File: config.mk
export PLATFORM = sky130hd
export DESIGN_NAME = issue_scoreboard
export DESIGN_NICKNAME = d
export VERILOG_FILES = /design/src/rtl/sb_pkg.sv /design/src/rtl/sb_rst_sync.sv /design/src/rtl/sb_pending.sv /design/src/rtl/sb_busy.sv /design/src/rtl/sb_hazard.sv /design/src/rtl/issue_scoreboard.sv
export SDC_FILE = /design/constraint.sdc
export NUM_CORES = 1
export LEC_CHECK = 0
export CORE_AREA = 2 2 97 99
export CTS_BUF_LIST = sky130_fd_sc_hd__clkbuf_8 sky130_fd_sc_hd__clkbuf_16
export CTS_CLUSTER_DIAMETER = 80
export DETAILED_ROUTE_END_ITERATION = 10
export DIE_AREA = 0 0 99 101
export DONT_BUFFER_PORTS = 1
export GPL_ROUTABILITY_DRIVEN = 0
export PLACE_DENSITY = 0.5
export SKIP_CTS_REPAIR_TIMING = 1
export SYNTH_ARGS = -nofsm -noshare
export SYNTH_HDL_FRONTEND = slang
export SYNTH_SLANG_ARGS = --single-unit
File: constraint.sdc
create_clock -name clk -period 7.3 [get_ports clk]
set_clock_uncertainty 0.15 [all_clocks]
set_input_delay 1.095 -clock clk [delete_from_list [all_inputs] [get_ports clk]]
set_output_delay 1.095 -clock clk [all_outputs]
set_load 0.1 [all_outputs]
File: src/rtl/sb_pkg.sv
package sb_pkg;

  typedef enum logic [1:0] {
    STALL_NONE = 2'd0,
    STALL_UNIT = 2'd1,
    STALL_RAW  = 2'd2,
    STALL_WAW  = 2'd3
  } stall_e;

  localparam int UNIT_INTMEM = 0;
  localparam int UNIT_ADD    = 1;
  localparam int UNIT_MUL    = 2;
  localparam int UNIT_DIV    = 3;

endpackage

File: src/rtl/sb_rst_sync.sv
module sb_rst_sync #(
  parameter int STAGES = 2
) (
  input  logic clk,
  input  logic rst_n,
  output logic rst_sync_n
);

  logic [STAGES-1:0] chain_q;
  logic [STAGES-1:0] chain_d;

  always_comb begin
    chain_d = {chain_q[STAGES-2:0], 1'b1};
  end

  always_ff @(posedge clk or negedge rst_n) begin
    if (!rst_n) begin
      chain_q <= '0;
    end else begin
      chain_q <= chain_d;
    end
  end

  assign rst_sync_n = chain_q[STAGES-1];

endmodule

File: src/rtl/sb_pending.sv
module sb_pending #(
  parameter int NUM_REGS  = 32,
  parameter bit ZERO_HARD = 1'b1,
  localparam int REG_W    = $clog2(NUM_REGS)
) (
  input  logic                clk,
  input  logic                rst_n,
  input  logic                set_en,
  input  logic [REG_W-1:0]    set_idx,
  input  logic                clr_en,
  input  logic [REG_W-1:0]    clr_idx,
  output logic [NUM_REGS-1:0] pend
);

  // One flop per register, each with its own written-out enable.
  for (genvar r = 0; r < NUM_REGS; r++) begin : g_reg
    if (ZERO_HARD && r == 0) begin : g_zero
      assign pend[r] = 1'b0;
    end else begin : g_live
      logic set_hit;
      logic clr_hit;
      logic flag_en;
      logic flag_d;
      logic flag_q;

      always_comb begin
        set_hit = set_en && (set_idx == REG_W'(r));
        clr_hit = clr_en && (clr_idx == REG_W'(r));
        flag_en = set_hit || clr_hit;
        flag_d  = set_hit;            // set beats clear in the same cycle
      end

      always_ff @(posedge clk or negedge rst_n) begin
        if (!rst_n) begin
          flag_q <= 1'b0;
        end else if (flag_en) begin
          flag_q <= flag_d;
        end
      end

      assign pend[r] = flag_q;
    end
  end

endmodule

File: src/rtl/sb_busy.sv
module sb_busy #(
  parameter int NUM_UNITS = 4,
  localparam int UNIT_W   = $clog2(NUM_UNITS)
) (
  input  logic                 clk,
  input  logic                 rst_n,
  input  logic                 take_en,
  input  logic [UNIT_W-1:0]    take_idx,
  input  logic [NUM_UNITS-1:0] free_mask,
  output logic [NUM_UNITS-1:0] busy
);

  for (genvar u = 0; u < NUM_UNITS; u++) begin : g_unit
    logic take_hit;
    logic bit_en;
    logic bit_d;
    logic bit_q;

    always_comb begin
      take_hit = take_en && (take_idx == UNIT_W'(u));
      bit_en   = take_hit || free_mask[u];
      bit_d    = take_hit;              // a new dispatch beats a free pulse
    end

    always_ff @(posedge clk or negedge rst_n) begin
      if (!rst_n) begin
        bit_q <= 1'b0;
      end else if (bit_en) begin
        bit_q <= bit_d;
      end
    end

    assign busy[u] = bit_q;
  end

endmodule

File: src/rtl/sb_hazard.sv
module sb_hazard
  import sb_pkg::*;
#(
  parameter int NUM_REGS  = 32,
  parameter int NUM_UNITS = 4,
  parameter bit ZERO_HARD = 1'b1,
  localparam int REG_W    = $clog2(NUM_REGS),
  localparam int UNIT_W   = $clog2(NUM_UNITS)
) (
  input  logic                 head_valid,
  input  logic [UNIT_W-1:0]    head_unit,
  input  logic                 head_wr,
  input  logic [REG_W-1:0]     head_dst,
  input  logic [REG_W-1:0]     head_src_a,
  input  logic                 head_use_a,
  input  logic [REG_W-1:0]     head_src_b,
  input  logic                 head_use_b,
  input  logic [NUM_REGS-1:0]  pend,
  input  logic [NUM_UNITS-1:0] busy,
  output logic                 dispatch,
  output logic                 dst_live,
  output stall_e               reason
);

  logic live_a;
  logic live_b;
  logic hz_unit;
  logic hz_raw;
  logic hz_waw;

  function automatic logic is_zero(input logic [REG_W-1:0] idx);
    return ZERO_HARD && (idx == '0);
  endfunction

  always_comb begin
    live_a   = head_use_a && !is_zero(head_src_a);
    live_b   = head_use_b && !is_zero(head_src_b);
    dst_live = head_wr && !is_zero(head_dst);

    hz_unit  = busy[head_unit];
    hz_raw   = (live_a && pend[head_src_a]) || (live_b && pend[head_src_b]);
    hz_waw   = dst_live && pend[head_dst];

    reason   = STALL_NONE;
    if (head_valid) begin
      if (hz_unit) begin
        reason = STALL_UNIT;
      end else if (hz_raw) begin
        reason = STALL_RAW;
      end else if (hz_waw) begin
        reason = STALL_WAW;
      end
    end
    dispatch = head_valid && (reason == STALL_NONE);
  end

endmodule

File: src/rtl/issue_scoreboard.sv
module issue_scoreboard
  import sb_pkg::*;
#(
  parameter int NUM_REGS  = 32,
  parameter int NUM_UNITS = 4,
  parameter bit ZERO_HARD = 1'b1,
  localparam int REG_W    = $clog2(NUM_REGS),
  localparam int UNIT_W   = $clog2(NUM_UNITS)
) (
  input  logic                 clk,
  input  logic                 rst_n,
  input  logic                 head_valid,
  input  logic [UNIT_W-1:0]    head_unit,
  input  logic                 head_wr,
  input  logic [REG_W-1:0]     head_dst,
  input  logic [REG_W-1:0]     head_src_a,
  input  logic                 head_use_a,
  input  logic [REG_W-1:0]     head_src_b,
  input  logic                 head_use_b,
  input  logic                 wb_we,
  input  logic [REG_W-1:0]     wb_ws,
  input  logic [NUM_UNITS-1:0] unit_free,
  output logic                 issue_valid,
  output logic [1:0]           stall_code
);

  logic                 rst_core_n;
  logic [NUM_REGS-1:0]  pend;
  logic [NUM_UNITS-1:0] busy;
  logic                 dispatch;
  logic                 dst_live;
  stall_e               reason;

  sb_rst_sync #(.STAGES(2)) u_rst (
    .clk        (clk),
    .rst_n      (rst_n),
    .rst_sync_n (rst_core_n)
  );

  sb_hazard #(
    .NUM_REGS  (NUM_REGS),
    .NUM_UNITS (NUM_UNITS),
    .ZERO_HARD (ZERO_HARD)
  ) u_hazard (
    .head_valid (head_valid),
    .head_unit  (head_unit),
    .head_wr    (head_wr),
    .head_dst   (head_dst),
    .head_src_a (head_src_a),
    .head_use_a (head_use_a),
    .head_src_b (head_src_b),
    .head_use_b (head_use_b),
    .pend       (pend),
    .busy       (busy),
    .dispatch   (dispatch),
    .dst_live   (dst_live),
    .reason     (reason)
  );

  sb_pending #(
    .NUM_REGS  (NUM_REGS),
    .ZERO_HARD (ZERO_HARD)
  ) u_pending (
    .clk     (clk),
    .rst_n   (rst_core_n),
    .set_en  (dispatch && dst_live),
    .set_idx (head_dst),
    .clr_en  (wb_we),
    .clr_idx (wb_ws),
    .pend    (pend)
  );

  sb_busy #(
    .NUM_UNITS (NUM_UNITS)
  ) u_busy (
    .clk       (clk),
    .rst_n     (rst_core_n),
    .take_en   (dispatch),
    .take_idx  (head_unit),
    .free_mask (unit_free),
    .busy      (busy)
  );

  assign issue_valid = dispatch;
  assign stall_code  = reason;

endmodule

==> results.json, run 1 <==
{
  "drt_iter0_drc": 194,
  "cts_made_buffers": 5,
  "clockPowerShare": 0.308,
  "crit_fanout": 36,
  "vias": 2220,
  "synth_nets": 280,
  "tns_ps": 0,
  "syn_to_final_growth_pct": 8.17,
  "relSlewSlack": 0.220,
  "cap_violations": 0,
  "power_frac_comb": 0.239,
  "p_switching_mw": 0.185,
  "clockRootBuffer": "clkbuf_8",
  "p_leak_nw": 1.04,
  "reg2reg_slack_ps": 4420,
  "worst_hold_path_type": "reg2async",
  "worstSetupEndpointType": "output port",
  "die_w_um": 99,
  "dp_slack_ps": 2350,
  "seq_power_share": 0.453,
  "synth_top_cells_by_area": "dfrtp_1, mux4_2, o21ai_0",
  "synth_top_area_share": 0.354,
  "ys.flop_type": "dfrtp_1",
  "fmax_mhz": 202,
  "hold-worst-slack_ps": 134,
  "clk_latency_ps": 290,
  "slew_violations": 0,
  "grt-ovfl-total": 0,
  "io_pins": 36,
  "irDropWorstVdd_mv": 0.0827,
  "crit_path_start_kind": "primary input",
  "layout_setup_ws_ps": 2340,
  "cts-htree-levels": 2,
  "yosysMostFrequentCell": "o21ai_0",
  "worstMarginPinSlew_ps": 1170,
  "first_pass_iters": 4,
  "yosysWarnings": 0,
  "die_y_um": 101,
  "num_antenna_cells": 0,
  "yosysTopAreaCell": "dfrtp_1",
  "finalCritPeriodShare": 0.680,
  "cts.clk_slew.worst_paths_ps": 80,
  "wl_per_cell_um": 21.6,
  "grtUsageTotal": 0.161,
  "nFillCells": 916,
  "core_sq_mm": 0.00898,
  "cts.sinks": 37,
  "fp.dieArea_sq_mm": 0.0100,
  "grt_max_degree": 37,
  "outcome": "finished, final reports clean",
  "drive_gt1_frac": 0.189,
  "cts_tree": "yes",
  "antenna_left": 0,
  "async_flop_share": 1.00,
  "finalHoldViolations": 0,
  "grt_pass1_wl_um": 12600,
  "nNetsFinal": 275,
  "rsz0062_at_grt": "no",
  "p_int_mw": 0.411,
  "clock_path_buffers": 2,
  "yosys-top-cells-count": "o21ai_0, dfrtp_1, mux4_2",
  "switching_share": 0.310,
  "period_needed_ps": 4960,
  "arrival_ps": 3720,
  "pwr_density_cell_mw_per_mm2": 210,
  "wl_um": 7660,
  "syn_avg_cell_area_sq_um": 10.6,
  "grt_pass1_vias": 2231,
  "drc": 0,
  "final_core_util": 0.316,
  "syn_inst": 247,
  "synth_area_sq_mm": 0.00262,
  "setup_viol": 0,
  "critPathKind": "in2out",
  "critPathRequiredTime_ps": 6050,
  "rows": 35,
  "synth.distinct_cells": 41,
  "ys_seq_elements": 37,
  "synth_edf_count": 0,
  "antenna_found_initial": 0,
  "start_util": 0.292,
  "port_buffers": 0,
  "placed_area_sq_mm": 0.00272,
  "finalInstanceArea_sq_mm": 0.00283,
  "ys_seq_area_frac": 0.354,
  "hpwl_um": 5830,
  "avgViaCountPerCell": 6.27
}
layout by cell type (no fill, tap or decap), types with 2 or more instances in the layout:
| cell | n |
|---|---|
| a31oi_1 | 2 |
| and2_1 | 3 |
| buf_4 | 3 |
| clkbuf_8 | 6 |
| dfrtp_1 | 37 |
| inv_1 | 11 |
| mux2_2 | 2 |
| mux2i_1 | 5 |
| mux4_2 | 23 |
| nand2_1 | 7 |
| nand2b_1 | 9 |
| nand3_1 | 9 |
| nand3b_1 | 6 |
| nand4_1 | 17 |
| nand4b_1 | 2 |
| nor2_1 | 5 |
| nor2b_1 | 7 |
| o21ai_0 | 46 |
| o22ai_1 | 4 |
| o41ai_1 | 15 |
| o41ai_2 | 2 |
| or2_2 | 3 |
critical path, stage by stage:
cell	delay (ps)
mux4_2	470
and3_1	190
a31o_1	200
o311ai_4	370
nand3_4	400
nor2_2	960
routing by layer:
metal | vias to the layer above | global-route usage | share of wire
met5 | - | 0 | 0
met4 | 0 | 0.0411 | 0.014
met3 | 11 | 0.0548 | 0.13
met2 | 128 | 0.232 | 0.44
met1 | 1098 | 0.230 | 0.41
li1 | 983 | - | -
cell families after synthesis:
kind of cell,after synthesis,synth area share
flops,37,0.354
other cells,1,0.00143
buf+inv,25,0.0435
mux,30,0.226
compound gates,81,0.209
simple gates,73,0.167
sequential cells by signal, indices dropped and copies added, names as in the netlist:
name                       cells
u_pending.g.g_live.flag_q     31
u_busy.g_unit.bit_q            4
u_rst.chain_q                  2
path summary, 6_finish.rpt:
| check | from | endpoint | cells after the start |
|---|---|---|---|
| max | head_src_b[0] | issue_valid | 6 |
| min | u_rst.chain_q[1]$_DFF_PN0_ | u_pending.g_reg[27].g_live.flag_q$_DFFE_PN0P_ | 1 |
| max reg2reg | u_pending.g_reg[15].g_live.flag_q$_DFFE_PN0P_ | u_pending.g_reg[18].g_live.flag_q$_DFFE_PN0P_ | 6 |
| min reg2reg | u_rst.chain_q[1]$_DFF_PN0_ | u_pending.g_reg[27].g_live.flag_q$_DFFE_PN0P_ | 1 |
| max in group asynchronous | u_rst.chain_q[1]$_DFF_PN0_ | u_pending.g_reg[8].g_live.flag_q$_DFFE_PN0P_ | 1 |
| min in group clk | u_rst.chain_q[0]$_DFF_PN0_ | u_rst.chain_q[1]$_DFF_PN0_ | 0 |
stage by stage:
step	power, mW	instances
after floorplan	0.381	247
after global placement	0.415	346
after detailed placement	0.414	346
after CTS	0.598	354
after global routing	0.628	354
final	0.596	354
area by class of cell:
type | count | area, sq um | share of cell area
multi-input cells | 185 | 1590 | 0.562
flip-flops and latches | 37 | 926 | 0.327
well taps | 111 | 139 | 0.0490
clock buffers | 6 | 82.6 | 0.0292
inverters | 10 | 37.5 | 0.0133
clock inverters | 2 | 33.8 | 0.0119
repair buffers | 3 | 22.5 | 0.00795
power groups by stage:
stage	Sequential (mW)	Combinational [mW]	Clock, mW
after floorplan	0.255	0.126	0
after global placement	0.273	0.142	0
final	0.270	0.143	0.183
after global routing	0.273	0.158	0.197
after CTS	0.268	0.143	0.187
after detailed placement	0.272	0.143	0
Note: power is estimated with default switching activity, not from simulation.
==> run 2: changes to the inputs <==
- clock period: 7.3 -> 5.15 ns (I/O delays scaled with it)
==> results.json, run 2 (synthesis results as in run 1) <==
{
  "outcome": "finished, final reports clean",
  "grtUsageTotal": 0.165,
  "dp_slack_ps": 1440,
  "num_antenna_cells": 0,
  "worstPathCellList": "mux4_2, and3_1, a31o_1, o311ai_4, nand3_4, buf_4, nor2_2, buf_4",
  "nNetsFinal": 278,
  "finalHoldViolations": 0,
  "drc": 0,
  "irDropWorstVdd_mv": 0.102,
  "path_buf_inv": 2,
  "worstMarginPinSlew_ps": 1160,
  "io_pins": 36,
  "rows": 35,
  "tns_ps": 0,
  "syn_to_final_growth_pct": 7.41,
  "drive_gt1_frac": 0.197,
  "crit_family": "compound AO/OA/AOI/OAI gates",
  "layout_setup_ws_ps": 1420,
  "p_total_mw": 0.778,
  "critPathKind": "in2out",
  "arrival_ps": 2800,
  "highest_layer": "met4",
  "setup_viol": 0,
  "wl_met2_um": 3430,
  "grt_pass1_wl_um": 12700,
  "m1WireLength_um": 3470,
  "fp.dieArea_sq_mm": 0.0100,
  "grt_pass1_vias": 2189,
  "cpMaxStageDelayCell": "mux4_2",
  "cts.clk_slew.worst_paths_ps": 70,
  "cp_common_cell": "buf_4",
  "p_leak_nw": 1.03,
  "core_sq_mm": 0.00898,
  "avgViaCountPerCell": 6.31,
  "drt_iter0_drc": 225,
  "rsz0062_at_grt": "no",
  "hpwl_um": 5940,
  "wl_um": 7900,
  "first_pass_iters": 5,
  "crit_fanout": 36,
  "fmax_mhz": 268,
  "reg_top3": "u_pending.g.g_live.flag_q: 31 flops, u_busy.g_unit.bit_q: 4 flops, u_rst.chain_q: 2 flops",
  "worstSetupEndpointType": "output port",
  "critPathRequiredTime_ps": 4230,
  "slew_violations": 0,
  "clockRootBuffer": "clkbuf_8",
  "cts-htree-levels": 2,
  "start_util": 0.292,
  "cts.sinks": 37,
  "port_buffers": 0,
  "die_w_um": 99,
  "critPathMaxStageDelay_ps": 460,
  "crit_path_start_kind": "primary input",
  "layout_common_cells": "o21ai_0, dfrtp_1, mux4_2, nand4_1, o41ai_1",
  "period_needed_ps": 3730,
  "regMostFlops": "u_pending.g.g_live.flag_q",
  "relSlewSlack": 0.226,
  "cap_violations": 0,
  "wl_per_cell_um": 22.2,
  "cts_tree": "yes",
  "antenna_found_initial": 0,
  "clk_latency_ps": 290,
  "die_y_um": 101,
  "grt_max_degree": 37,
  "clock_path_buffers": 2,
  "cts_made_buffers": 5,
  "grt-ovfl-total": 0,
  "finalCritPeriodShare": 0.724,
  "worst_hold_path_type": "in2async",
  "vias": 2240,
  "wl_met3_um": 887,
  "final_common_cell": "o21ai_0",
  "antenna_left": 0,
  "largest_register_ffs": 31,
  "pwr_density_cell_mw_per_mm2": 277
}
==> run 2: cell types whose count changed in the layout (fill, tap and decap cells not counted), sizes merged <==
cell	delta
buf	+3
clkinv	+1
inv	-1
bufinv	-1
clkbuf	-1
==> run 2: final cells by class <==
class,instances,area [sq um]
Clock buffer,5,68.8
Clock inverter,1,5.00
Fill cell,907,6160
Inverter,10,37.5
Multi-Input combinational cell,185,1590
Sequential cell,37,926
Tap cell,111,139
Timing Repair Buffer,6,45.0
==> run 2: worst paths after layout <==
check | start | endpoint | slack, ps | cells after the start
min in group clk | u_rst.chain_q[0]$_DFF_PN0_ | u_rst.chain_q[1]$_DFF_PN0_ | 200 | 0
max in group asynchronous | u_rst.chain_q[1]$_DFF_PN0_ | u_pending.g_reg[9].g_live.flag_q$_DFFE_PN0P_ | 4380 | 1
hold / removal | rst_n | u_rst.chain_q[1]$_DFF_PN0_ | 20 | 0
setup / recovery | head_src_b[0] | issue_valid | 1420 | 8
hold reg to reg | u_rst.chain_q[1]$_DFF_PN0_ | u_pending.g_reg[18].g_live.flag_q$_DFFE_PN0P_ | 140 | 1
setup reg to reg | u_pending.g_reg[14].g_live.flag_q$_DFFE_PN0P_ | u_pending.g_reg[29].g_live.flag_q$_DFFE_PN0P_ | 2430 | 7
==> run 2: report_power, final <==
group	switching [mW]	internal (mW)
clock network	0.101	0.0891
logic	0.105	0.0994
registers	0.0539	0.330
total	0.260	0.519
==> run 2: per-stage QoR <==
stage / instances / hold WS (ps) / utilization / area [sq um]
after global placement: 349 / 156 / 0.305 / 2740
after floorplan: 247 / 181 / - / 2620
after global routing: 355 / 3.28 / 0.313 / 2810
after CTS: 355 / 12.2 / 0.313 / 2810
after detailed placement: 349 / 156 / 0.305 / 2740
final: 355 / 16.8 / 0.313 / 2810
==> run 2: worst reg2reg max path, cell delays in order, from the launching register on <==
cell      delay [ps]
dfrtp_1          430
mux4_2           460
and3_1           190
a31o_1           210
o311ai_4         380
nand3_4           90
buf_4            250
o41ai_1          430
==> run 2: per-layer routing <==
| metal | GRT usage | up-vias |
|---|---|---|
| li1 | - | 981 |
| met1 | 0.234 | 1116 |
| met2 | 0.232 | 130 |
| met3 | 0.0693 | 13 |
| met4 | 0.0411 | 0 |
| met5 | 0 | - |
==> run 3: changes to the inputs <==
- PLACE_DENSITY: 0.5 -> 0.51
- clock period: 5.15 -> 3.31 ns (I/O delays scaled with it)
==> results.json, run 3 (synthesis results as in run 1) <==
{
  "outcome": "finished, final reports clean",
  "grt-ovfl-total": 0,
  "grt_pass1_vias": 2184,
  "avgViaCountPerCell": 6.22,
  "grtUsageTotal": 0.164,
  "clk_latency_ps": 290,
  "period_needed_ps": 3240,
  "finalInstanceArea_sq_mm": 0.00292,
  "crit_path_start_kind": "flip-flop",
  "final_common_cell": "o21ai_0",
  "fmax_mhz": 308,
  "largest_register_ffs": 31,
  "die_w_um": 99,
  "nFillCells": 925,
  "p_leak_nw": 1.08,
  "wl_per_cell_um": 21.5,
  "wl_um": 7750,
  "worstSetupEndpointType": "output port",
  "irDropWorstVdd_mv": 0.146,
  "start_util": 0.292,
  "critPathKind": "reg2out",
  "cts_made_buffers": 5,
  "regMostFlops": "u_pending.g.g_live.flag_q",
  "rows": 35,
  "placed_area_sq_mm": 0.00279,
  "rsz0062_at_grt": "no",
  "reg_top3": "u_pending.g.g_live.flag_q: 31 flops, u_busy.g_unit.bit_q: 4 flops, u_rst.chain_q: 2 flops",
  "setup_viol": 0,
  "worstMarginPinSlew_ps": 1040,
  "syn_to_final_growth_pct": 11.4,
  "slew_violations": 0,
  "grt_max_degree": 36,
  "clockRootBuffer": "clkbuf_8",
  "arrival_ps": 2600,
  "pwr_density_cell_mw_per_mm2": 456,
  "ff_latch_area_sq_um": 926,
  "die_y_um": 101,
  "port_buffers": 0,
  "reg2reg_slack_ps": 550,
  "drc": 0,
  "clock_path_buffers": 2,
  "multi_input_area_sq_mm": 0.00160,
  "layout.cells.non_filler": 361,
  "cts.sinks": 37,
  "grt_pass1_wl_um": 12600,
  "vias": 2247,
  "nNetsFinal": 282,
  "drt_iter0_drc": 200,
  "fp.dieArea_sq_mm": 0.0100,
  "finalCritPeriodShare": 0.980,
  "cts_tree": "yes",
  "layout_common_cells": "o21ai_0, dfrtp_1, mux4_2, nand4_1, o41ai_1",
  "drive_gt1_frac": 0.208,
  "cts-htree-levels": 2,
  "dp.cells": 352,
  "cap_violations": 0,
  "first_pass_iters": 4,
  "io_pins": 36,
  "critPathRequiredTime_ps": 2660,
  "hpwl_um": 5990,
  "core_sq_mm": 0.00898,
  "worst_hold_path_type": "reg2async",
  "antenna_left": 0,
  "cts.clk_slew.worst_paths_ps": 70,
  "num_antenna_cells": 0,
  "antenna_found_initial": 0,
  "crit_fanout": 4,
  "relSlewSlack": 0.304,
  "finalHoldViolations": 0
}
run 3: per-stage QoR:
step / setup WS [ps] / setup TNS [ps] / utilization / hold WS [ps] / power, mW
6_report: 67.0 / 0 / 0.325 / 132 / 1.33
5_1_grt: 2.89 / 0 / 0.325 / 140 / 1.40
4_1_cts: 76.8 / 0 / 0.324 / -262 / 1.33
3_5_place_dp: 288 / 0 / 0.311 / 51.0 / 0.930
3_3_place_gp: 276 / 0 / 0.311 / 51.0 / 0.930
2_1_floorplan: -173 / -173 / - / 50.9 / 0.846
run 3: critical path, stage by stage (launching register included):
cell and delay (ps):
dfrtp_1 400, mux4_2 460, and3_1 190, a31o_1 210, o311ai_4 360, nand3b_1 240
a21boi_2 250, buf_12 190
run 3: path summary, 6_finish.rpt:
| kind | start | to | cells after the start |
|---|---|---|---|
| min in group clk | unit_free[3] | u_busy.g_unit[3].bit_q$_DFFE_PN0P_ | 1 |
| worst max-delay path | u_pending.g_reg[15].g_live.flag_q$_DFFE_PN0P_ | stall_code[0] | 7 |
| worst min register to register | u_rst.chain_q[1]$_DFF_PN0_ | u_busy.g_unit[2].bit_q$_DFFE_PN0P_ | 1 |
| max in group asynchronous | u_rst.chain_q[1]$_DFF_PN0_ | u_pending.g_reg[7].g_live.flag_q$_DFFE_PN0P_ | 1 |
| worst min-delay path | u_rst.chain_q[1]$_DFF_PN0_ | u_busy.g_unit[2].bit_q$_DFFE_PN0P_ | 1 |
| worst max register to register | u_pending.g_reg[15].g_live.flag_q$_DFFE_PN0P_ | u_pending.g_reg[24].g_live.flag_q$_DFFE_PN0P_ | 7 |
run 3: where the power goes:
part	total [mW]	internal (mW)	switching (mW)
clock	0.403	0.243	0.161
combinational	0.339	0.167	0.172
sequential	0.587	0.514	0.0734
total	1.33	0.924	0.406
run 3: layout make-up:
cell class                      count  area share
Multi-Input combinational cell    185       0.547
Inverter                           10      0.0129
Sequential cell                    37       0.317
Timing Repair Buffer               10      0.0352
Clock buffer                        6      0.0283
Clock inverter                      2      0.0116
Tap cell                          111      0.0476
run 3: routing by layer:
| metal | up-vias | wire length (um) | track usage |
|---|---|---|---|
| li1 | 996 | - | - |
| met1 | 1141 | 3290 | 0.239 |
| met2 | 100 | 3330 | 0.233 |
| met3 | 10 | 1050 | 0.0638 |
| met4 | 0 | 93 | 0.0274 |
| met5 | - | 0 | 0 |
